===== src/rtl/ocs_pkg.sv =====
package ocs_pkg;
  typedef enum logic {
    ST_IDLE = 1'b0,
    ST_CAL  = 1'b1
  } cal_state_e;

  localparam int NUM_CH = 2;
endpackage


===== src/rtl/ocs_pulse_qual.sv =====
// Measures how long the power-down input stays low and flags a qualifying release.
module ocs_pulse_qual #(
  parameter int PD_MIN = 2
) (
  input  logic clk,
  input  logic rst,
  input  logic pd_n_i,
  output logic release_ok_o
);
  localparam int CNT_MAX = PD_MIN + 1;
  localparam int CNT_W   = $clog2(CNT_MAX + 1);

  logic [CNT_W-1:0] low_cnt;
  logic             pd_q;

  always_ff @(posedge clk) begin
    if (rst) begin
      low_cnt <= '0;
      pd_q    <= 1'b1;
    end else begin
      pd_q <= pd_n_i;
      if (!pd_n_i) begin
        if (low_cnt != CNT_W'(CNT_MAX)) low_cnt <= low_cnt + 1'b1;
      end else begin
        low_cnt <= '0;
      end
    end
  end

  // first high cycle after a low run longer than PD_MIN edges
  assign release_ok_o = pd_n_i && !pd_q && (low_cnt == CNT_W'(CNT_MAX));
endmodule


===== src/rtl/ocs_accum.sv =====
// Sums one channel's zero-input samples and stores the floor average.
module ocs_accum #(
  parameter int DATA_W   = 20,
  parameter int AVG_LOG2 = 10
) (
  input  logic                     clk,
  input  logic                     rst,
  input  logic                     clear_i,
  input  logic                     add_i,
  input  logic                     last_i,
  input  logic signed [DATA_W-1:0] sample_i,
  output logic signed [DATA_W-1:0] offset_o
);
  localparam int ACC_W = DATA_W + AVG_LOG2;

  logic signed [ACC_W-1:0] acc;
  logic signed [ACC_W-1:0] acc_sum;
  logic signed [ACC_W-1:0] avg;

  assign acc_sum = acc + ACC_W'(sample_i);
  assign avg     = acc_sum >>> AVG_LOG2;

  always_ff @(posedge clk) begin
    if (rst) begin
      acc      <= '0;
      offset_o <= '0;
    end else if (clear_i) begin
      acc <= '0;
    end else if (add_i) begin
      if (last_i) begin
        acc      <= '0;
        offset_o <= avg[DATA_W-1:0];
      end else begin
        acc <= acc_sum;
      end
    end
  end
endmodule


===== src/rtl/ocs_corrector.sv =====
// Registered subtract-and-clamp stage for one channel.
module ocs_corrector #(
  parameter int DATA_W = 20
) (
  input  logic                     clk,
  input  logic                     rst,
  input  logic                     force_i,
  input  logic                     bypass_i,
  input  logic signed [DATA_W-1:0] sample_i,
  input  logic signed [DATA_W-1:0] offset_i,
  output logic signed [DATA_W-1:0] data_o
);
  localparam int DIFF_W = DATA_W + 1;
  localparam logic signed [DATA_W-1:0] POS_LIM = {1'b0, {(DATA_W-1){1'b1}}};
  localparam logic signed [DATA_W-1:0] NEG_LIM = {1'b1, {(DATA_W-1){1'b0}}};

  logic signed [DIFF_W-1:0] diff;
  logic signed [DATA_W-1:0] clamped;

  assign diff = DIFF_W'(sample_i) - DIFF_W'(offset_i);

  always_comb begin
    if (diff[DIFF_W-1] != diff[DIFF_W-2])
      clamped = diff[DIFF_W-1] ? NEG_LIM : POS_LIM;
    else
      clamped = diff[DATA_W-1:0];
  end

  always_ff @(posedge clk) begin
    if (rst)           data_o <= '0;
    else if (force_i)  data_o <= '0;
    else if (bypass_i) data_o <= sample_i;
    else               data_o <= clamped;
  end
endmodule


===== src/rtl/offset_cal_seq.sv =====
module offset_cal_seq #(
  parameter int DATA_W   = 20,
  parameter int AVG_LOG2 = 10,
  parameter int PD_MIN   = 2
) (
  input  logic              clk,
  input  logic              rst,
  input  logic              cal_dis_i,
  input  logic              pd_n_i,
  input  logic              smp_valid_i,
  input  logic [DATA_W-1:0] smp_left_i,
  input  logic [DATA_W-1:0] smp_right_i,
  output logic              cal_busy_o,
  output logic              force_low_o,
  output logic              out_valid_o,
  output logic [DATA_W-1:0] out_left_o,
  output logic [DATA_W-1:0] out_right_o
);
  import ocs_pkg::*;

  localparam int CNT_W = AVG_LOG2;

  cal_state_e       state;
  logic [CNT_W-1:0] smp_cnt;
  logic             release_ok;
  logic             cal_go;
  logic             cal_add;
  logic             cal_last;
  logic             force_now;

  logic signed [DATA_W-1:0] ch_in  [NUM_CH];
  logic signed [DATA_W-1:0] ch_off [NUM_CH];
  logic signed [DATA_W-1:0] ch_out [NUM_CH];

  ocs_pulse_qual #(.PD_MIN(PD_MIN)) u_qual (
    .clk          (clk),
    .rst          (rst),
    .pd_n_i       (pd_n_i),
    .release_ok_o (release_ok)
  );

  assign cal_go    = (state == ST_IDLE) && release_ok && !cal_dis_i;
  assign cal_add   = (state == ST_CAL) && pd_n_i && smp_valid_i;
  assign cal_last  = (smp_cnt == {CNT_W{1'b1}});
  assign force_now = !pd_n_i || (state == ST_CAL) || cal_go;

  always_ff @(posedge clk) begin
    if (rst) begin
      state   <= ST_IDLE;
      smp_cnt <= '0;
    end else begin
      case (state)
        ST_IDLE: if (cal_go) begin
          state   <= ST_CAL;
          smp_cnt <= '0;
        end
        ST_CAL: begin
          if (!pd_n_i) begin
            state <= ST_IDLE;
          end else if (smp_valid_i) begin
            smp_cnt <= smp_cnt + 1'b1;
            if (cal_last) state <= ST_IDLE;
          end
        end
        default: state <= ST_IDLE;
      endcase
    end
  end

  assign cal_busy_o = (state == ST_CAL);

  assign ch_in[0] = smp_left_i;
  assign ch_in[1] = smp_right_i;

  for (genvar g = 0; g < NUM_CH; g++) begin : g_ch
    ocs_accum #(.DATA_W(DATA_W), .AVG_LOG2(AVG_LOG2)) u_acc (
      .clk      (clk),
      .rst      (rst),
      .clear_i  (cal_go),
      .add_i    (cal_add),
      .last_i   (cal_last),
      .sample_i (ch_in[g]),
      .offset_o (ch_off[g])
    );

    ocs_corrector #(.DATA_W(DATA_W)) u_cor (
      .clk      (clk),
      .rst      (rst),
      .force_i  (force_now),
      .bypass_i (cal_dis_i),
      .sample_i (ch_in[g]),
      .offset_i (ch_off[g]),
      .data_o   (ch_out[g])
    );
  end

  always_ff @(posedge clk) begin
    if (rst) begin
      force_low_o <= 1'b0;
      out_valid_o <= 1'b0;
    end else begin
      force_low_o <= force_now;
      out_valid_o <= smp_valid_i;
    end
  end

  assign out_left_o  = ch_out[0];
  assign out_right_o = ch_out[1];
endmodule


===== config.mk =====
export PLATFORM = sky130hd
export DESIGN_NAME = offset_cal_seq
export DESIGN_NICKNAME = d
export VERILOG_FILES = /design/src/rtl/ocs_pkg.sv /design/src/rtl/ocs_pulse_qual.sv /design/src/rtl/ocs_accum.sv /design/src/rtl/ocs_corrector.sv /design/src/rtl/offset_cal_seq.sv
export SDC_FILE = /design/constraint.sdc
export NUM_CORES = 1
export LEC_CHECK = 0
export BUFFER_PORTS_ARGS = -buffer_cell sky130_fd_sc_hd__buf_2
export CORE_ASPECT_RATIO = 0.8
export CORE_MARGIN = 1
export CORE_UTILIZATION = 55
export DETAILED_ROUTE_END_ITERATION = 10
export HOLD_SLACK_MARGIN = 0.03
export PLACE_DENSITY = 0.74
export SYNTH_ARGS = -nofsm -noshare
export SYNTH_HDL_FRONTEND = slang
export SYNTH_SLANG_ARGS = --single-unit
export TNS_END_PERCENT = 20

===== constraint.sdc =====
create_clock -name clk -period 4.6 [get_ports clk]
set_input_delay 1.38 -clock clk [delete_from_list [all_inputs] [get_ports clk]]
set_output_delay 1.38 -clock clk [all_outputs]
set_load 0.01 [all_outputs]

==> impl_results.md <==
- Most common cell in the netlist: a21oi_1
- Worst-Margin Slew: about 0.95 ns
- Sequential share of the synthesized area: between 20% and 30%
- Cell taking the most area after synthesis: dfxtp_1
- Commonest cells in the netlist: 166 x a21oi_1, 156 x dfxtp_1, 136 x nand2_1
- Area delta synth->final: 12.3%
- Setup TNS: 0 ns
- Initial antenna violation count: 0
- Status: completed
- DP HPWL: between 20 and 25 mm
- Final setup fails: 0
- Fin nets: about 1.6k
- Skew-Pair Late Insertion Delay: between 0.4 and 0.5 ns
- Design Power: between 3 and 4 mW
- RSZ-0062 raised after global routing: false
- Via density: 6.06
- Post-CTS sizing: 0
- # DRC: 0
- CTS Sinks: 156
- Reg2reg start: g_ch[1].u_acc.offset_o[0]$_SDFFE_PP0P_
- Final WL: approximately 31 mm
- Total CTS buffers: 17
- Congestion Overflow GR: 0
- CP arrival: ~4.3 ns
- Crit share post-route: 87.3%
- Hold_buf cts: 0
- CP Capture Type: register
- Synth top area cells: dfxtp_1 29%, ha_1 12%, a21oi_1 7.7%, nand2_1 4.7%, o21ai_0 4.7%
- Core area: 19,100 µm²
- HP Class: register to register
- Syn_nets: 1,523
- Clock Path Buffers: 2
- Lkg Pwr: between 5 and 6 nW
- Post-DR wirelength/cell: approximately 18 µm
- Seq. cell area: approximately 3100 µm²
- Vias: slightly above 10k
- DR pass1 iterations: 6
- Die W: around 160 µm
- Primary FF master, synth: dfxtp_1
- M1 GR Usage: 47.4%
- Initial Util: a little under three fifths
- Max Transition Viols Final: 0
- WP data required: slightly below 5 ns
- Die H: 128 µm
- R2r worst-path depth: 13
- TritonCTS clock tree: built
- Critical path fanouts, max: 20
- Busiest metal layer after global routing: met1
- WS Path Type: input pin to register
- F_max: between 0.2 and 0.25 GHz
- Vias in the first global route: ~9.3k
- Largest net degree at the start of global routing: 55
- CP Launch Type: input pin
- Yosys warnings: 0
- Synth Register Bits: roughly 160
- Grt met2 use: around 44%
- Diode count: 0
- Clock Skew: 0.0128 ns
- # Post-CTS Setup Buffers: 0
- Die area: 20,300 µm²
- Synth Area per Inst: 7.88 µm²
- Final hold slack: between 0.4 and 0.5 ns
- Slew headroom: 36.3%
- # IOs: just under 90
- DRT iter0 DRCs: 974
- # fillers: between 1.5k and 2k
- Crit path from: smp_right_i[0]
- Number of synthesized flops with an enable pin: 0
- Fin. Hold Viols: 0
- Multi-input combinational cell area: ~7200 µm²
- First-pass GRT wire length: 49.9 mm
- Post-route ant nets: 0
- CP endpoint: g_ch[1].u_cor.data_o[18]$_SDFF_PP0_
- Mapped cell area: between 10,000 and 15,000 µm²
- CTS root buf: clkbuf_16
- Synth top area share: approximately 29%
- FF-to-FF setup slack: roughly 1.3 ns
- Htree depth: 4
- Max-cap violation count: 0
- Post-route minimum period: ~4.0 ns
- Max VDD drop: 0.215 mV
- Share of layout cells above drive strength 1: about an eighth
- Met3 usage: around 5.4%
- Clk slew on worst S/H paths: 0.07 ns
- PD cells: about 270 nW/µm²
- Global Route Usage Sum: a little under a third
- Cells after Synth: 1,374
- Yosys cell types: 79
- Asr flop ratio synth: 0%
- Port-buffer cells: 87
- Row count: 45
- Reg-to-Reg End: g_ch[1].u_cor.data_o[18]$_SDFF_PP0_
- Routability cong.: between 0.9 and 1
==> sequential cells by signal (all words and copies together) (netlist names) <==
register	cells
force_low_o	1
smp_cnt	10
u_qual.low_cnt	2
cal_busy_o	1
u_qual.pd_q	1
g_ch.u_acc.offset_o	40
out_valid_o	1
g_ch.u_acc.acc	60
g_ch.u_cor.data_o	40
==> critical path, cell delays in order <==
cell,delay (ns)
buf_2,0.11
inv_1,0.07
ha_1,0.17
inv_1,0.06
fa_1,0.43
a211oi_1,0.30
o21ai_0,0.22
a31oi_1,0.35
a21oi_2,0.15
a31oi_1,0.27
o211ai_1,0.16
a21boi_1,0.16
buf_4,0.19
a211oi_1,0.21
a211oi_1,0.07
==> cell families after synthesis <==
group,synth area share (%)
flip-flops,28.8
AO/OA/AOI/OAI,29.1
buffers and inverters,4.49
XOR/XNOR,6.94
adder cells (fa/ha/maj),13.1
AND/OR/NAND/NOR,16.8
multiplexers,0.670
==> placed cells by master, fill, tap and decap left out, types with 6 or more instances in the layout <==
cell	synthesis	routed
a21oi_1	166	166
dfxtp_1	156	156
nand2_1	136	136
nor2_1	109	107
o21ai_0	101	101
ha_1	100	100
buf_2	5	87
inv_1	67	67
xnor2_1	47	47
a21o_1	43	43
xor2_1	37	37
nand3_1	31	30
nor3_1	25	24
buf_4	0	24
o21a_1	20	20
a22oi_1	20	20
a22o_1	19	19
a211oi_1	17	17
clkbuf_16	0	17
and3_1	15	15
nor2b_1	14	14
nand2b_1	14	13
o21bai_1	11	11
or3_1	11	11
nand4_1	10	10
a31oi_1	10	10
o211ai_1	9	9
maj3_1	9	9
o31ai_1	6	6
==> through the flow <==
step / area (µm²) / setup slack (ns) / cells / util (%)
6_report: 12200 / 0.586 / 1715 / 63.5
3_3_place_gp: 11600 / 0.308 / 1683 / 60.5
3_5_place_dp: 11600 / 0.233 / 1683 / 60.5
5_1_grt: 12200 / 0.385 / 1715 / 63.5
2_1_floorplan: 10800 / 0.670 / 1374 / -
4_1_cts: 12200 / 0.637 / 1715 / 63.5
==> area by class of cell <==
class,instances,share of cell area (%)
clock buffer,19,3.73
clock inverter,13,1.07
inverter,67,2.07
multi-input combinational,1090,59.6
sequential,156,25.7
tap,258,2.66
timing repair buffer,112,5.23
==> how the worst min path moves through the flow <==
stage	from	to	cells past startpoint
after floorplan	g_ch[0].u_acc.acc[16]$_SDFFE_PP0P_	g_ch[0].u_acc.acc[16]$_SDFFE_PP0P_	2
after global placement	g_ch[1].u_acc.offset_o[14]$_SDFFE_PP0P_	g_ch[1].u_acc.offset_o[14]$_SDFFE_PP0P_	2
after detailed placement	g_ch[0].u_acc.offset_o[4]$_SDFFE_PP0P_	g_ch[0].u_acc.offset_o[4]$_SDFFE_PP0P_	2
after CTS	g_ch[0].u_acc.offset_o[12]$_SDFFE_PP0P_	g_ch[0].u_acc.offset_o[12]$_SDFFE_PP0P_	2
after global routing	g_ch[0].u_acc.offset_o[5]$_SDFFE_PP0P_	g_ch[0].u_acc.offset_o[5]$_SDFFE_PP0P_	2
final	g_ch[0].u_acc.offset_o[4]$_SDFFE_PP0P_	g_ch[0].u_acc.offset_o[4]$_SDFFE_PP0P_	2
==> power by group <==
| part | internal (mW) | switching [mW] | total [mW] |
|---|---|---|---|
| registers | 1.37 | 0.00655 | 1.38 |
| logic | 0.194 | 0.322 | 0.515 |
| clock network | 0.787 | 0.636 | 1.42 |
==> layer usage <==
metal | up-vias | routed length [µm]
met2 | 389 | 12300
met4 | 0 | 278
met5 | - | 0
li1 | 5111 | -
met3 | 28 | 2320
met1 | 4866 | 16000
Note: power is estimated with default switching activity, not from simulation.
